### src/rtl/macro_alu_pkg.sv
package macro_alu_pkg;

  localparam int unsigned OPC_W = 5;

  typedef enum logic [OPC_W-1:0] {
    OPC_ADD  = 5'd0,
    OPC_ADC  = 5'd1,
    OPC_SUB  = 5'd2,
    OPC_SBB  = 5'd3,
    OPC_XOR  = 5'd8,
    OPC_OR   = 5'd9,
    OPC_AND  = 5'd10,
    OPC_ANDN = 5'd11,
    OPC_NAND = 5'd12
  } opc_e;

  // selector inside the arithmetic unit
  typedef enum logic [1:0] {
    AR_ADD = 2'd0,
    AR_ADC = 2'd1,
    AR_SUB = 2'd2,
    AR_SBB = 2'd3
  } arith_sel_e;

  // selector inside the bitwise unit
  typedef enum logic [2:0] {
    LG_XOR  = 3'd0,
    LG_OR   = 3'd1,
    LG_AND  = 3'd2,
    LG_ANDN = 3'd3,
    LG_NAND = 3'd4
  } logic_sel_e;

  typedef struct packed {
    logic       arith;
    logic       bitwise;
    logic       bad;
    arith_sel_e asel;
    logic_sel_e lsel;
  } dec_t;

  // Subtraction is folded onto one adder: A + ~B + cin.
  // Returns the second operand as the adder sees it.
  function automatic logic [31:0] adder_b(input arith_sel_e s, input logic [31:0] b);
    return (s == AR_SUB || s == AR_SBB) ? ~b : b;
  endfunction

  // Carry into the adder for each arithmetic variant.
  function automatic logic adder_cin(input arith_sel_e s, input logic flag);
    case (s)
      AR_ADD:  return 1'b0;
      AR_ADC:  return flag;
      AR_SUB:  return 1'b1;
      default: return flag;
    endcase
  endfunction

endpackage

### src/rtl/malu_decode.sv
module malu_decode
  import macro_alu_pkg::*;
(
  input  logic [OPC_W-1:0] op,
  output dec_t             dec
);
  always_comb begin
    dec       = '0;
    dec.asel  = AR_ADD;
    dec.lsel  = LG_XOR;
    case (op)
      OPC_ADD:  begin dec.arith = 1'b1; dec.asel = AR_ADD; end
      OPC_ADC:  begin dec.arith = 1'b1; dec.asel = AR_ADC; end
      OPC_SUB:  begin dec.arith = 1'b1; dec.asel = AR_SUB; end
      OPC_SBB:  begin dec.arith = 1'b1; dec.asel = AR_SBB; end
      OPC_XOR:  begin dec.bitwise = 1'b1; dec.lsel = LG_XOR; end
      OPC_OR:   begin dec.bitwise = 1'b1; dec.lsel = LG_OR; end
      OPC_AND:  begin dec.bitwise = 1'b1; dec.lsel = LG_AND; end
      OPC_ANDN: begin dec.bitwise = 1'b1; dec.lsel = LG_ANDN; end
      OPC_NAND: begin dec.bitwise = 1'b1; dec.lsel = LG_NAND; end
      default:  dec.bad = 1'b1;
    endcase
  end
endmodule

### src/rtl/malu_arith.sv
module malu_arith
  import macro_alu_pkg::*;
#(
  parameter int unsigned DW = 32
) (
  input  arith_sel_e    sel,
  input  logic [DW-1:0] a,
  input  logic [DW-1:0] b,
  input  logic          flag,
  output logic [DW-1:0] sum,
  output logic          cout
);
  localparam int unsigned SW = DW + 1;

  logic [DW-1:0] b_eff;
  logic          cin;
  logic [SW-1:0] full;

  always_comb begin
    b_eff = adder_b(sel, b[31:0]);
    cin   = adder_cin(sel, flag);
    full  = {1'b0, a} + {1'b0, b_eff} + {{DW{1'b0}}, cin};
  end

  assign sum  = full[DW-1:0];
  assign cout = full[DW];
endmodule

### src/rtl/malu_logic.sv
module malu_logic
  import macro_alu_pkg::*;
#(
  parameter int unsigned DW = 32
) (
  input  logic_sel_e    sel,
  input  logic [DW-1:0] a,
  input  logic [DW-1:0] b,
  output logic [DW-1:0] y
);
  always_comb begin
    case (sel)
      LG_XOR:  y = a ^ b;
      LG_OR:   y = a | b;
      LG_AND:  y = a & b;
      LG_ANDN: y = a & ~b;
      LG_NAND: y = ~(a & b);
      default: y = '0;
    endcase
  end
endmodule

### src/rtl/malu_flag.sv
module malu_flag (
  input  logic clk,
  input  logic rst_n,
  input  logic clr,
  input  logic upd,
  input  logic nxt,
  output logic q
);
  always_ff @(posedge clk or negedge rst_n) begin
    if (!rst_n)   q <= 1'b0;
    else if (clr) q <= 1'b0;
    else if (upd) q <= nxt;
  end
endmodule

### src/rtl/macro_alu.sv
module macro_alu
  import macro_alu_pkg::*;
#(
  parameter int unsigned DW = 32
) (
  input  logic             clk,
  input  logic             rst_n,
  input  logic             start_clr,
  input  logic             exec_en,
  input  logic [OPC_W-1:0] op,
  input  logic [DW-1:0]    opa,
  input  logic [DW-1:0]    opb,
  output logic [DW-1:0]    result,
  output logic             illegal,
  output logic             carry
);
  dec_t          dec;
  logic [DW-1:0] arith_y;
  logic [DW-1:0] logic_y;
  logic          arith_co;
  logic          dec_arith;
  logic          flag_upd;

  malu_decode u_dec (.op(op), .dec(dec));

  malu_arith #(.DW(DW)) u_arith (
    .sel(dec.asel), .a(opa), .b(opb), .flag(carry),
    .sum(arith_y), .cout(arith_co)
  );

  malu_logic #(.DW(DW)) u_logic (
    .sel(dec.lsel), .a(opa), .b(opb), .y(logic_y)
  );

  assign dec_arith = dec.arith;
  assign flag_upd  = exec_en & dec.arith;

  malu_flag u_flag (
    .clk(clk), .rst_n(rst_n), .clr(start_clr),
    .upd(flag_upd), .nxt(arith_co), .q(carry)
  );

  always_comb begin
    if (dec.arith)        result = arith_y;
    else if (dec.bitwise) result = logic_y;
    else                  result = '0;
  end

  assign illegal = dec.bad;
endmodule

### config.mk
export PLATFORM = sky130hd
export DESIGN_NAME = macro_alu
export DESIGN_NICKNAME = d
export VERILOG_FILES = /design/src/rtl/macro_alu_pkg.sv /design/src/rtl/malu_decode.sv /design/src/rtl/malu_arith.sv /design/src/rtl/malu_logic.sv /design/src/rtl/malu_flag.sv /design/src/rtl/macro_alu.sv
export SDC_FILE = /design/constraint.sdc
export NUM_CORES = 1
export LEC_CHECK = 0
export BUFFER_PORTS_ARGS = -buffer_cell sky130_fd_sc_hd__buf_2
export CORE_MARGIN = 2
export CORE_UTILIZATION = 35
export CTS_BUF_LIST = sky130_fd_sc_hd__clkbuf_4 sky130_fd_sc_hd__clkbuf_8
export DETAILED_ROUTE_END_ITERATION = 12
export PLACE_DENSITY = 0.51
export SYNTH_ARGS = -nofsm -noshare
export SYNTH_HDL_FRONTEND = slang
export SYNTH_SLANG_ARGS = --single-unit
### constraint.sdc
create_clock -name clk -period 6.6 [get_ports clk]
set_clock_uncertainty 0.15 [all_clocks]
set_input_delay 0.66 -clock clk [delete_from_list [all_inputs] [get_ports clk]]
set_output_delay 0.66 -clock clk [all_outputs]
set_load 0.01 [all_outputs]
==> impl_metrics.csv, run 1 <==
group,metric,value,unit
logic_synthesis,syn_nets,905,
sta,slew_headroom,46.1,%
final_layout,area_growth,14.1,%
final_layout,largest_register_ffs,1,
floorplanning,coreArea,0.0138,mm^2
sta,finalMaxSlewViolations,0,
final_layout,fin_util,40.6,%
critical_path,startpoint_type,"input pin",
clock_network,worstSkewPairLatency,0,ps
final_layout,largest-register,"u_flag.q",
detailed_routing,firstDrtPassIters,4,
clock_network,cts.repair.resized,0,
critical_path,r2r_end,"u_flag.q$_DFFE_PN0P_",
floorplanning,die_y,123,um
floorplanning,initial_core_util,35.6,%
final_layout,drive_above_1_share,17.0,%
critical_path,end_kind,"output pin",
logic_synthesis,synth_warnings,0,
critical_path,critPathKind,"in -> out",
sta,worst_slew_pin_slew,808,ps
critical_path,crit_arrival,4450,ps
logic_synthesis,synth.area.top_cells,"ha_1 (32%), xnor2_1 (7.5%), a21oi_1 (6.0%), o21ai_0 (6.0%), inv_1 (5.5%)",
logic_synthesis,postSynthCellCount,703,
power_and_ir_drop,vdd_ir_drop_max,0.0333,mV
final_layout,reg_top3,"u_flag.q (1)",
floorplanning,dieArea,0.0150,mm^2
sta,finalHoldViolations,0,
run,cap_violations,0,
global_route,grt_max_degree,70,
global_route,grt_pass1_vias,5046,
logic_synthesis,yosysTopAreaCell,"ha_1",
floorplanning,num_rows,43,
clock_network,clk_pin_slew,0,ps
logic_synthesis,synth_area,0.00492,mm^2
detailed_routing,drt-total-wl,16.0,mm
detailed_routing,via_count,5344,
sta,min_period,5260,ps
critical_path,rr_worst_depth,12,
detailed_routing,dr.first_iter.drc_count,332,
logic_synthesis,async_reset_ff_share,100,%
logic_synthesis,yosysUniqueCellTypes,62,
global_route,antenna_found_initial,0,
critical_path,r2r-start,"u_flag.q$_DFFE_PN0P_",
detailed_routing,drtAntennaViolNets,0,
logic_synthesis,synth_edf_count,0,
final_layout,diodes,0,
detailed_routing,vias_per_cell,5.56,
sta,setup_violations,0,
power_and_ir_drop,leakage,2.85,nW
detailed_routing,drc_errors,0,
critical_path,path_max_fanout,16,
hold_path,worstHoldPathType,"in -> async",
final_layout,final_cell_count_no_fill,962,
logic_synthesis,syn_area_per_cell,7.00,um^2
critical_path,reg2reg_slack,3160,ps
place,dp_cells,962,
global_route,grt_pass1_wl,25.1,mm
place,dp_hpwl,12.1,mm
logic_synthesis,yosysTopAreaCellShare,32.3,%
floorplanning,die_x,123,um
detailed_routing,drt-wirelength-per-cell,16.6,um
status,outcome,"finished, final reports clean",
sta,fin_setup_tns,0,ps
clock_network,cts_hold_buffers,0,
place,placed_area,0.00562,mm^2
final_layout,fin_nets,986,
logic_synthesis,synth-seq-area-share,0.508,%
floorplanning,io_pins,107,
sta,period_share,79.7,%
clock_network,postCtsSetupBuffers,0,
global_route,overflow,0,
place,io_buffers,106,
sta,fmax,190,MHz
logic_synthesis,ys.flop_type,"dfrtp_1",
sta,rsz0062_at_grt,"no",
place,gp_congestion,0.902,
final_layout,fin_area,0.00562,mm^2
critical_path,required,5790,ps
global_route,grt.total_usage,20.4,%
power_and_ir_drop,power.density,82.9,mW/mm^2
logic_synthesis,ys_seq_elements,1,
critical path: stages:
cell and delay [ps]:
buf_2 140, nor3_2 190, and2_2 530, xnor2_1 160
fa_1 460, fa_1 460, a21o_1 180, a31oi_1 270
or4_1 220, a21oi_2 90, a31oi_1 430, o31ai_1 150
xnor2_1 150, o21ai_1 190, buf_2 170
worst max-delay path by stage:
stage | from | end | slack [ps]
2_1_floorplan | op[1] | result[29] | 1420
4_1_cts | op[3] | result[28] | 1350
3_5_place_dp | op[3] | result[24] | 1380
5_1_grt | op[3] | result[27] | 1050
3_3_place_gp | op[3] | result[27] | 1450
6_report | op[3] | result[24] | 1340
cells by family (layout without fill, tap and decap cells):
group                      count (synthesis)  in the layout  share of synthesized area, %
muxes                                      4              4                         0.813
and+or+nand+nor                          168            168                          15.9
AOI/OAI and AO/OA                        236            236                          31.3
buffers and inverters                    111            190                          8.84
adders and majority gates                129            129                          33.1
DFF                                        1              1                         0.508
xor gates and xnor gates                  54             54                          9.61
through the flow:
step | total power [mW] | setup slack (ps) | hold WS, ps
finish | 0.466 | 1340 | 284
global route | 0.521 | 1050 | 289
CTS | 0.465 | 1350 | 285
detailed placement | 0.462 | 1380 | 287
global placement | 0.455 | 1450 | 285
floorplan | 0.324 | 1420 | 214
placed cells by master (no fill, tap or decap), types with 6 or more instances in the layout:
cell,synthesis,final
o21ai_1,10,9
and2_1,7,6
nor3_1,9,8
buf_4,3,12
a21oi_1,59,59
o22ai_1,14,14
xor2_1,12,12
xnor2_1,42,42
a221oi_1,18,18
nor2_1,47,47
nand3_1,10,9
a311o_1,6,6
o21ai_0,59,59
or3_1,6,6
inv_1,72,72
nand2b_1,8,8
ha_1,127,127
buf_2,0,106
a22oi_1,11,11
a311oi_1,6,6
a21o_1,12,12
nand2_1,60,60
synthesized netlist by cell type (3+ instances only):
master / count
a211oi_1: 5
a21o_1: 12
a21oi_1: 59
a221oi_1: 18
a22oi_1: 11
a311o_1: 6
a311oi_1: 6
a31oi_1: 4
and2_1: 7
and3_1: 4
buf_1: 6
buf_4: 3
clkbuf_1: 29
ha_1: 127
inv_1: 72
mux2i_1: 4
nand2_1: 60
nand2b_1: 8
nand3_1: 10
nor2_1: 47
nor3_1: 9
nor3b_1: 4
o211ai_1: 3
o21ai_0: 59
o21ai_1: 10
o22ai_1: 14
o31ai_1: 3
o32ai_1: 3
or3_1: 6
xnor2_1: 42
xor2_1: 12
where the power goes:
part	internal, mW	switching [mW]	total (mW)
registers	0.00645	0.000253	0.00670
clock network	0	0	0
logic	0.190	0.270	0.459
total	0.196	0.270	0.466
final cells by class:
cell class | count | area, um^2
well taps | 180 | 225
fillers | 1451 | 8210
flip-flops and latches | 1 | 25.0
repair buffers | 118 | 621
multi-input cells | 591 | 4480
inverters | 72 | 270
per-layer routing:
metal | vias up | wire [um] | GRT usage (%)
met3 | 16 | 556 | 0.511
met4 | 0 | 246 | 3.66
met1 | 2532 | 7990 | 29.8
li1 | 2659 | - | -
met5 | - | 0 | 0
met2 | 137 | 7180 | 33.9
Note: power is estimated with default switching activity, not from simulation.
==> inputs of run 2 (changes only) <==
Settings changed: PLACE_DENSITY 0.51 to 0.54.
Clock period 6.6 ns to 4.4 ns, I/O delays scaled along.
==> impl_metrics.csv, run 2 (synthesized netlist as in run 1, its figures left out) <==
group,metric,value,unit
floorplanning,coreArea,0.0138,mm^2
final_layout,largest-register,"u_flag.q",
sta,worst_slack,142,ps
place,gp_congestion,0.848,
detailed_routing,drt-wirelength-per-cell,16.2,um
sta,worst_slew_pin_slew,932,ps
floorplanning,num_rows,43,
detailed_routing,vias_per_cell,5.49,
final_layout,reg_top3,"u_flag.q (1)",
final_layout,drive_above_1_share,19.9,%
place,dp_hpwl,12.5,mm
global_route,grt_pass1_wl,25.7,mm
status,outcome,"finished, final reports clean",
detailed_routing,via_count,5367,
place,dp_cells,977,
power_and_ir_drop,vdd_ir_drop_max,0.0480,mV
final_layout,diodes,0,
critical_path,rr_worst_depth,13,
global_route,grt.total_usage,20.7,%
floorplanning,die_y,123,um
final_layout,final_common_cell,"ha_1",
global_route,antenna_found_initial,0,
critical_path,required,3810,ps
final_layout,final_cell_mix,"ha_1 (126), buf_2 (106), inv_1 (72), nand2_1 (60)",
hold_path,worstHoldPathType,"in -> async",
clock_network,worstSkewPairLatency,0,ps
critical_path,startpoint_type,"input pin",
clock_network,cts_hold_buffers,0,
sta,fin_setup_tns,0,ps
global_route,grt_pass1_vias,5133,
detailed_routing,drtAntennaViolNets,0,
sta,min_period,4260,ps
critical_path,crit_arrival,3670,ps
floorplanning,dieArea,0.0150,mm^2
final_layout,largest_register_ffs,1,
floorplanning,die_x,123,um
place,place_ws,5.97,ps
detailed_routing,dr.first_iter.drc_count,416,
sta,setup_violations,0,
place,io_buffers,106,
power_and_ir_drop,leakage,2.94,nW
run,cap_violations,0,
floorplanning,initial_core_util,35.6,%
global_route,overflow,0,
sta,finalMaxSlewViolations,0,
final_layout,final_cell_count_no_fill,978,
sta,period_share,96.8,%
detailed_routing,drt-total-wl,15.9,mm
sta,finalHoldViolations,0,
sta,fmax,235,MHz
critical_path,end_kind,"output pin",
critical_path,critPathKind,"in -> out",
final_layout,fin_nets,1002,
final_layout,area_growth,18.1,%
power_and_ir_drop,power.density,126,mW/mm^2
clock_network,clk_pin_slew,0,ps
sta,whs,66.9,ps
floorplanning,io_pins,107,
detailed_routing,drc_errors,0,
critical_path,path_max_fanout,6,
global_route,grt_max_degree,40,
detailed_routing,firstDrtPassIters,6,
sta,slew_headroom,37.9,%
final_layout,fill_cells,1449,
==> run 2: cell types whose count changed in the layout (fill, tap and decap cells not counted), sizes merged <==
cell,change
buf,+16
==> run 2: area by class of cell <==
type                    count  area (um^2)  share of cell area, %
inverters                  72          270                   4.65
multi-input cells         591         4540                   78.1
flip-flops and latches      1         25.0                  0.430
well taps                 180          225                   3.87
repair buffers            134          753                   13.0
==> run 2: metal layers <==
| layer | routed length [um] | up-vias | global-route usage, % | part of all wire (%) |
|---|---|---|---|---|
| met4 | 42 | 0 | 0.718 | 0.26 |
| li1 | - | 2692 | - | - |
| met3 | 587 | 2 | 0.465 | 3.7 |
| met2 | 7460 | 136 | 35.8 | 47 |
| met1 | 7780 | 2537 | 30.2 | 49 |
| met5 | 0 | - | 0 | 0 |
==> run 2: worst paths after layout <==
kind,from,endpoint,slack [ps]
setup / recovery,op[3],result[18],140
hold / removal,rst_n,u_flag.q$_DFFE_PN0P_,70
setup reg to reg,u_flag.q$_DFFE_PN0P_,u_flag.q$_DFFE_PN0P_,1020
hold reg to reg,u_flag.q$_DFFE_PN0P_,u_flag.q$_DFFE_PN0P_,470
max in group asynchronous,rst_n,u_flag.q$_DFFE_PN0P_,3950
min in group clk,start_clr,u_flag.q$_DFFE_PN0P_,450
==> run 2: power breakdown <==
group | total (mW) | internal [mW] | switching (mW)
logic | 0.723 | 0.308 | 0.415
registers | 0.0100 | 0.00968 | 0.000320
clock network | 0 | 0 | 0
==> run 2: what timing repair did <==
action                     CTS  global route
pin swaps                    1             5
gates resized for setup      0            13
buffers inserted             0             1
setup endpoints to repair    1            11
==> run 2: metrics by stage <==
| stage | util, % | power [mW] | instance area [um^2] |
|---|---|---|---|
| 2_1_floorplan | - | 0.489 | 4940 |
| 3_3_place_gp | 41.6 | 0.696 | 5750 |
| 3_5_place_dp | 41.6 | 0.711 | 5750 |
| 4_1_cts | 41.6 | 0.717 | 5750 |
| 5_1_grt | 42.1 | 0.819 | 5810 |
| 6_report | 42.1 | 0.733 | 5810 |
==> run 2: critical path, cell delays in order <==
cell	delay (ps)
buf_2	130
nor3_2	210
and2_4	200
xnor2_1	80
fa_2	380
fa_1	440
a21o_1	190
a31oi_1	280
or4_4	220
a21oi_4	60
a21oi_1	350
xor2_1	120
o21ai_0	350
buf_2	210
